**config.mk**
```make
export PLATFORM = sky130hd
export DESIGN_NAME = hostbus9_assembler
export DESIGN_NICKNAME = d
export VERILOG_FILES = /design/src/rtl/hb9_pkg.sv /design/src/rtl/hb9_sync.sv /design/src/rtl/hb9_strobe.sv /design/src/rtl/hb9_pairer.sv /design/src/rtl/hostbus9_assembler.sv
export SDC_FILE = /design/constraint.sdc
export NUM_CORES = 1
export LEC_CHECK = 0
export ABC_AREA = 1
export BUFFER_PORTS_ARGS = -buffer_cell sky130_fd_sc_hd__buf_2
export CORE_MARGIN = 2
export CORE_UTILIZATION = 52
export DETAILED_ROUTE_END_ITERATION = 6
export PLACE_DENSITY = 0.76
export SYNTH_ARGS = -nofsm -noshare
export SYNTH_HDL_FRONTEND = slang
export SYNTH_SLANG_ARGS = --single-unit
```
**constraint.sdc**
```tcl
create_clock -name clk -period 1.68 [get_ports clk]
set_input_delay 0.252 -clock clk [delete_from_list [all_inputs] [get_ports clk]]
set_output_delay 0.252 -clock clk [all_outputs]
set_load 0.03 [all_outputs]
```
**src/rtl/hb9_pkg.sv**
```systemverilog
package hb9_pkg;
  localparam int BUS_W   = 9;
  localparam int INSTR_W = 2 * (BUS_W - 1);
  localparam int PIX_W   = 2 * BUS_W;

  localparam logic [3:0] MODE_ENABLE = 4'b1001;
  localparam logic [3:0] MODE_WRSTB  = 4'b1011;

  typedef enum logic [1:0] {
    STYLE_OFF   = 2'd0,
    STYLE_ENABLE = 2'd1,
    STYLE_WRSTB = 2'd2
  } bus_style_e;

  function automatic bus_style_e decode_mode(input logic [3:0] code);
    case (code)
      MODE_ENABLE: return STYLE_ENABLE;
      MODE_WRSTB:  return STYLE_WRSTB;
      default:     return STYLE_OFF;
    endcase
  endfunction

  function automatic logic mode_legal(input logic [3:0] code);
    return decode_mode(code) != STYLE_OFF;
  endfunction

  // code packing: the lowest line of each transfer is dropped
  function automatic logic [INSTR_W-1:0] pack_instr(input logic [BUS_W-1:0] hi,
                                                    input logic [BUS_W-1:0] lo);
    return {hi[BUS_W-1:1], lo[BUS_W-1:1]};
  endfunction

  // pixel packing: every line kept, first transfer on top
  function automatic logic [PIX_W-1:0] pack_pixel(input logic [BUS_W-1:0] hi,
                                                  input logic [BUS_W-1:0] lo);
    return {hi, lo};
  endfunction
endpackage

```
**src/rtl/hb9_sync.sv**
```systemverilog
module hb9_sync #(
  parameter int          W       = 1,
  parameter int          STAGES  = 2,
  parameter logic [W-1:0] RST_VAL = '0
) (
  input  logic         clk,
  input  logic         rst_n,
  input  logic [W-1:0] din,
  output logic [W-1:0] dout
);
  logic [W-1:0] stage_q [STAGES];

  for (genvar g = 0; g < STAGES; g++) begin : g_stage
    if (g == 0) begin : g_first
      always_ff @(posedge clk or negedge rst_n) begin
        if (!rst_n) stage_q[g] <= RST_VAL;
        else        stage_q[g] <= din;
      end
    end else begin : g_next
      always_ff @(posedge clk or negedge rst_n) begin
        if (!rst_n) stage_q[g] <= RST_VAL;
        else        stage_q[g] <= stage_q[g-1];
      end
    end
  end

  assign dout = stage_q[STAGES-1];
endmodule

```
**src/rtl/hb9_strobe.sv**
```systemverilog
module hb9_strobe
  import hb9_pkg::*;
(
  input  logic       clk,
  input  logic       rst_n,
  input  bus_style_e style,
  input  logic       cs_s,
  input  logic       wr_s,
  input  logic       en_s,
  input  logic       rw_s,
  output logic       wr_evt
);
  logic wr_q, en_q;
  logic wr_rise, en_fall;

  always_ff @(posedge clk or negedge rst_n) begin
    if (!rst_n) begin
      wr_q <= 1'b1;
      en_q <= 1'b0;
    end else begin
      wr_q <= wr_s;
      en_q <= en_s;
    end
  end

  assign wr_rise = wr_s & ~wr_q;
  assign en_fall = ~en_s & en_q;

  always_comb begin
    case (style)
      STYLE_WRSTB:  wr_evt = wr_rise & ~cs_s;
      STYLE_ENABLE: wr_evt = en_fall & ~rw_s & ~cs_s;
      default:      wr_evt = 1'b0;
    endcase
  end
endmodule

```
**src/rtl/hb9_pairer.sv**
```systemverilog
module hb9_pairer
  import hb9_pkg::*;
(
  input  logic               clk,
  input  logic               rst_n,
  input  logic               enable,
  input  logic               cs_s,
  input  logic               wr_evt,
  input  logic               sel_s,
  input  logic [BUS_W-1:0]   d_s,
  output logic               held,
  output logic               instr_valid,
  output logic [INSTR_W-1:0] instr_word,
  output logic               data_valid,
  output logic [PIX_W-1:0]   data_word
);
  logic             up_sel;
  logic [BUS_W-1:0] up_d;
  logic             lower_hit;

  assign lower_hit = wr_evt & held & (sel_s == up_sel);

  always_ff @(posedge clk or negedge rst_n) begin
    if (!rst_n) begin
      held        <= 1'b0;
      up_sel      <= 1'b0;
      up_d        <= '0;
      instr_valid <= 1'b0;
      data_valid  <= 1'b0;
      instr_word  <= '0;
      data_word   <= '0;
    end else begin
      instr_valid <= 1'b0;
      data_valid  <= 1'b0;
      if (!enable || cs_s) begin
        held <= 1'b0;
      end else if (lower_hit) begin
        held <= 1'b0;
        if (sel_s) begin
          data_valid <= 1'b1;
          data_word  <= pack_pixel(up_d, d_s);
        end else begin
          instr_valid <= 1'b1;
          instr_word  <= pack_instr(up_d, d_s);
        end
      end else if (wr_evt) begin
        held   <= 1'b1;
        up_sel <= sel_s;
        up_d   <= d_s;
      end
    end
  end
endmodule

```
**src/rtl/hostbus9_assembler.sv**
```systemverilog
module hostbus9_assembler
  import hb9_pkg::*;
#(
  parameter int SYNC_STAGES = 2
) (
  input  logic         clk,
  input  logic         rst_n,
  input  logic [3:0]   mode_code,
  input  logic         cs_n,
  input  logic         sel,
  input  logic         wr_n,
  input  logic         en,
  input  logic         rw,
  input  logic [8:0]   bus_d,
  output logic         instr_valid,
  output logic [15:0]  instr_word,
  output logic         data_valid,
  output logic [17:0]  data_word
);
  localparam int CTRL_W = 5;
  localparam int VEC_W  = CTRL_W + BUS_W;
  localparam logic [VEC_W-1:0] VEC_RST = {1'b1, 1'b1, 1'b0, 1'b0, 1'b0, {BUS_W{1'b0}}};

  bus_style_e       style;
  logic [VEC_W-1:0] raw_vec, sync_vec;
  logic             cs_s, wr_s, en_s, rw_s, sel_s;
  logic [BUS_W-1:0] d_s;
  logic             wr_evt;
  logic             held;

  assign style   = decode_mode(mode_code);
  assign raw_vec = {cs_n, wr_n, en, rw, sel, bus_d};

  hb9_sync #(.W(VEC_W), .STAGES(SYNC_STAGES), .RST_VAL(VEC_RST)) sync_i (
    .clk  (clk),
    .rst_n(rst_n),
    .din  (raw_vec),
    .dout (sync_vec)
  );

  assign {cs_s, wr_s, en_s, rw_s, sel_s, d_s} = sync_vec;

  hb9_strobe strobe_i (
    .clk   (clk),
    .rst_n (rst_n),
    .style (style),
    .cs_s  (cs_s),
    .wr_s  (wr_s),
    .en_s  (en_s),
    .rw_s  (rw_s),
    .wr_evt(wr_evt)
  );

  hb9_pairer pairer_i (
    .clk        (clk),
    .rst_n      (rst_n),
    .enable     (style != STYLE_OFF),
    .cs_s       (cs_s),
    .wr_evt     (wr_evt),
    .sel_s      (sel_s),
    .d_s        (d_s),
    .held       (held),
    .instr_valid(instr_valid),
    .instr_word (instr_word),
    .data_valid (data_valid),
    .data_word  (data_word)
  );
endmodule

```
## Word level (Yosys, flattened, before mapping)

Cells that the tools add are included.

| cells by class | value |
|---|---|
| bitwise logic cells | 14 |
| mux-type cells | 11 |
| magnitude comparators | 0 |
| equality and inequality tests | 5 |
| divide/modulo/power cells | 0 |
| add/sub/neg operators | 0 |
| reductions and logical operators | 7 |
| shift operators | 0 |
| $mul | 0 |

Operators with widths:

| cell | count |
|---|---|
| two-way mux 1 bit | 9 |
| AND reduction 3 bit | 3 |
| == test 4 bit, second input constant | 2 |
| bitwise AND 1 bit | 7 |
| inverter 1 bit | 7 |
| case mux 2 bit (2 select lines) | 1 |
| nonzero test 3 bit | 1 |
| == test 2 x 1 -> 1 bit, second input constant | 1 |
| == test 2 bit, second input constant | 1 |
| case mux 1 bit (2 select lines) | 1 |
| nonzero test 2 bit | 1 |
| == test 1 bit | 1 |
| logical NOT 1 bit | 1 |
| logical OR 1 bit | 1 |

| word-level totals | value |
|---|---|
| input bits | 20 |
| latch bits | 0 |
| memory bits (writable) | 0 |
| register bits | 77 |
| output and inout port bits | 36 |
| bits in read-only memories | 0 |
| memories | 0 |
| logic and storage cells | 48 |

## Longest topological paths before layout

| logic depth | value |
|---|---|
| depth in word-level cells | 9 |
| gate-level depth with buffers | 12 |
| depth with buffers taken out | 11 |

## Cells and area by module

A second synthesis with hierarchy kept.

| unflattened totals | value |
|---|---|
| cell total of the unflattened synthesis | 273 |
| area total of the unflattened synthesis | 2871.5 µm² |

Modules (own cells, without submodules):

| module | cells each | sequential area each (µm²) | times used | area an instance (µm²) |
|---|---|---|---|---|
| hb9_pairer | 206 | 1176.1 | 1 | 1905.6 |
| hb9_sync | 42 | 705.7 | 1 | 810.8 |
| hb9_strobe | 16 | 51.3 | 1 | 118.9 |
| hostbus9_assembler | 9 | 0.0 | 1 | 36.3 |

## Worst setup path after synthesis

No wires, ideal clock.

| path | value |
|---|---|
| path kind | input -> register |
| start | input port mode_code[0] |
| end | register pairer_i.instr_word[10] |
| library setup time | 0.118 ns |
| arrival | 1.606 ns |
| path buffers | 1 |
| data required time | 1.562 ns |
| stages on the path | 12 |
| path slack | -0.044 ns |
| path through | inv_1 > nor2_1 > and3_1 > inv_1 > ha_1 > nor2_2 > inv_2 > nor2_2 > nand4_4 > buf_6 > nand2_1 > nand2_1 |

| between the ends | value |
|---|---|
| longest elaborated chain between the ends | 7 |
| elaborated cells between the ends (all ways) | 13 |
| those cells by class | eq/ne: 4; mux: 2; bitwise: 3; reduce/logical: 4 |

RTL lines:

| element | line | RTL |
|---|---|---|
| start, declared | hostbus9_assembler.sv:8 | `input logic [3:0] mode_code,` |
| == test 4 bit | hb9_pkg.sv:16 | `case (code)` |
| case mux 2 bit (2 select lines) * | hb9_pkg.sv:16 |  |
| == test 2 x 1 -> 1 bit, or another cell as far along | hb9_strobe.sv:30 | `case (style)` |
| case mux 1 bit (2 select lines) or logical NOT 1 bit (tied branches) | hb9_strobe.sv:30, hb9_pairer.sv:35 |  |
| bitwise AND 1 bit or logical OR 1 bit (tied branches) | hb9_pairer.sv:21, hb9_pairer.sv:35 |  |
| bitwise AND 1 bit or inverter 1 bit (tied branches) | -- |  |
| AND reduction 3 bit (no line) * | -- |  |
| end signal, assigned | hb9_pairer.sv:44 | `instr_word <= pack_instr(up_d, d_s);` |
| end, declared | hb9_pairer.sv:13 | `output logic [INSTR_W-1:0] instr_word,` |

Every way passes the cells marked *; elsewhere a longest branch is shown, timed or not.
A chain may end at the register's enable or synchronous reset.

## Final worst setup path

| path | value |
|---|---|
| start | register sync_i.stage_q (netlist bit sync_i.dout[9]) |
| end | register pairer_i.instr_word[1] |

| between the ends | value |
|---|---|
| longest elaborated chain between the ends | 3 |
| elaborated cells between the ends (all ways) | 4 |
| those cells by class | eq/ne: 1; bitwise: 2; reduce/logical: 1 |

RTL lines:

| element | line | RTL |
|---|---|---|
| start, declared | hb9_sync.sv:11 | `logic [W-1:0] stage_q [STAGES];` |
| start signal, assigned by index | hb9_sync.sv:22 | `else stage_q[g] <= stage_q[g-1];` |
| == test 1 bit | hb9_pairer.sv:21 | `assign lower_hit = wr_evt & held & (sel_s == up_sel);` |
| bitwise AND 1 bit | hb9_pairer.sv:21 |  |
| AND reduction 3 bit (no line) * | -- |  |

Marks and branches as above.

==> flow_metrics.tcl <==
set metrics [dict create \
    ctsResizeCount 0 \
    grtUsageMet1_pct 28.3 \
    cts-root-buf "clkbuf_8" \
    grt-ovfl-total 0 \
    synth.top_cell.area_share_pct 62.9 \
    setup_violations 0 \
    worstSetupEndpointType "flop" \
    syn_avg_cell_area_um2 10.8 \
    die_height_um 78.2 \
    num-fill-cells 429 \
    place_ws_ps -117 \
    numCtsBuffers 9 \
    core.rowCount 27 \
    first_pass_iters 4 \
    min_path_cells 1 \
    regToRegSetupSlack_ps 210 \
    grt_max_degree 48 \
    yosysTopAreaCell "dfrtp_1" \
    placed_cells 388 \
    io_pins 56 \
    drcViolationCount 0 \
    grt_pass1_vias 2050 \
    ctsHoldBuffers 11 \
    clk_path_buf_depth 2 \
    use_met2_pct 31.2 \
    fmax_mhz 680 \
    synth_top_family_by_area "simple AND/OR/NAND/NOR gates" \
    diodes 0 \
    min_from "bus_d[3]" \
    cts_tree "yes" \
    relSlewSlack_pct 73.4 \
    drt-wirelength-per-cell_um 13.8 \
    min_period_ps 1470 \
    grt_busiest_layer "met2" \
    yosysSeqAreaShare_pct 67.5 \
    report.power.total_mw 3.50 \
    yosysWarnings 0 \
    holdPathEnd "sync_i.stage_q[17]" \
    layout.nets 360 \
    grt_first_pass_wirelength_mm 9.53 \
    synth_edf_count 0 \
    powerDensity_mw_per_mm2 966 \
    leakage_nw 2.00 \
    tightest_slew_ps 399 \
    fin_crit_sh_pct 87.6 \
    initial_utilization_pct 53.0 \
    drive_gt1_share_pct 30.0 \
    synthAdderAreaFrac_pct 0.874 \
    die-area_mm2 0.00612 \
    timing.rr.end "pairer_i.instr_word[1]" \
    synth_xor_area_share_pct 0 \
    antenna_left 0 \
    place_area_mm2 0.00330 \
    syn_nets 286 \
    clock_latency_ps 350 \
    cp.arrival_ps 1700 \
    status "finished, final reports clean" \
    antenna_found_initial 0 \
    yosys.cell_types.count 18 \
    vias 2106 \
    startpoint "sync_i.dout[9]" \
    hold_path_class "primary input to flop" \
    worstPathRequired_ps 1910 \
    place.port_buffers 55 \
    synth_compound_area_share_pct 0 \
    drv_slew 0 \
    rsz0062_at_grt "false" \
    vias_per_cell 5.07 \
    drt-initial-drc-count 175 \
    critPathKind "flop to flop" \
    cts.sinks 77 \
    wl_mm 5.73 \
    cts_setup_buffers 0 \
    area_delta_synth_final_pct 26.5 \
    finalNonFillerCells 415 \
    clock_skew_ps 7.22 \
    dpl.hpwl_mm 3.70 \
    drv_cap 0 \
    use_met3_pct 3.56 \
    critPathMaxFanout 17 \
    die_w_um 78.2 \
    grt_usage_pct 20.4 \
    ir_worst_vdd_mv 0.786 \
    gp_congestion 0.778 \
    worst_slack_ps 209 \
    synth.ff_latch_count 77 \
    r2r_cells 6 \
    synthTopCellsByArea "dfrtp_1 (63%), nand2_1 (12%), nand4_1 (10%), dfstp_2 (4.6%), buf_2 (1.7%)" \
    h-tree-depth 3 \
    clkTransAtPathRegs_ps 70 \
    synth.area.mux_share_pct 0 \
    yosys.area_share.simple_pct 27.1 \
    finalInstanceArea_mm2 0.00362 \
    syn_area_mm2 0.00286 \
    start_kind "flop" \
    postSynthCellCount 264 \
    finalHoldViolations 0 \
    synth-main-ff-cell "dfrtp_1" \
    r2r_start "sync_i.dout[9]" \
    coreArea_mm2 0.00541 \
    final_core_util_pct 67.0 \
    synthArstFlopShare_pct 100 \
]
critical path: stages, from the launching register on:
cell and delay (ps):
dfrtp_1 440, nand2_1 110, nand2_1 130, nor2_8 170, nand4_4 270, nand2_1 160
nand2_1 70
placed cells by master (no fill, tap or decap), drive strengths merged, types with 2 or more instances in the layout:
cell type,n
nand4,48
buf,66
nor2,7
dfstp,5
inv,16
nand3,4
clkinv,2
nand2,96
dfrtp,72
dlygate4sd3,11
clkbuf,11
ha,2
per-layer routing:
metal	up-vias	part of all wire, %
li1	1029	-
met1	1005	46
met2	60	48
met3	12	4.1
met4	0	2.2
met5	-	0
report_power, final:
| part | total (mW) | switching (mW) | leakage, nW | internal (mW) |
|---|---|---|---|---|
| clock network | 1.44 | 0.670 | 0.106 | 0.767 |
| registers | 1.93 | 0.0310 | 1.00 | 1.90 |
| logic | 0.128 | 0.0729 | 0.892 | 0.0549 |
| total | 3.50 | 0.774 | 2.00 | 2.72 |
cells by family after synthesis:
kind of cell               after synthesis
adders and majority gates                2
buffers and inverters                   29
DFF                                     77
and+or+nand+nor                        156
cells in the mapped netlist, types with 2 or more instances:
master    instances
nand3_1           4
clkbuf_1          3
nor2_2            3
nand4_1          46
buf_2            10
nand2_1          95
inv_1             8
nand4_4           2
inv_2             7
nor2_1            2
dfstp_2           5
ha_1              2
dfrtp_1          72
flip-flops by register name, indices dropped and copies added, names as in the netlist:
| signal | cells |
|---|---|
| sync_i.stage_q | 14 |
| pairer_i.held | 1 |
| pairer_i.data_valid | 1 |
| pairer_i.up_d | 9 |
| pairer_i.instr_valid | 1 |
| sync_i.dout | 14 |
| strobe_i.wr_q | 1 |
| pairer_i.data_word | 18 |
| strobe_i.en_q | 1 |
| pairer_i.up_sel | 1 |
| pairer_i.instr_word | 16 |
layout make-up:
class	instances	area, µm²	share of cell area (%)
Inverter	15	56.3	1.55
Clock buffer	11	151	4.18
Tap cell	72	90.1	2.49
Multi-Input combinational cell	158	815	22.5
Sequential cell	77	1930	53.4
Timing Repair Buffer	77	520	14.4
Clock inverter	5	56.3	1.55
metrics by stage:
step	setup TNS, ps	hold slack (ps)
floorplan	0	-43.6
global placement	-723	208
detailed placement	-3260	215
CTS	0	0.900
global route	0	1.35
finish	0	12.0
how the worst max path moves through the flow:
| stage | cells past startpoint | to | slack [ps] |
|---|---|---|---|
| 5_1_grt | 7 | pairer_i.instr_word[1] | 90 |
| 2_1_floorplan | 12 | pairer_i.data_word[10] | 5 |
| 3_5_place_dp | 11 | pairer_i.instr_word[5] | -120 |
| 4_1_cts | 6 | pairer_i.instr_word[1] | 210 |
| 3_3_place_gp | 11 | pairer_i.instr_word[3] | -40 |
| 6_report | 6 | pairer_i.instr_word[1] | 210 |
Note: power is estimated with default switching activity, not from simulation.
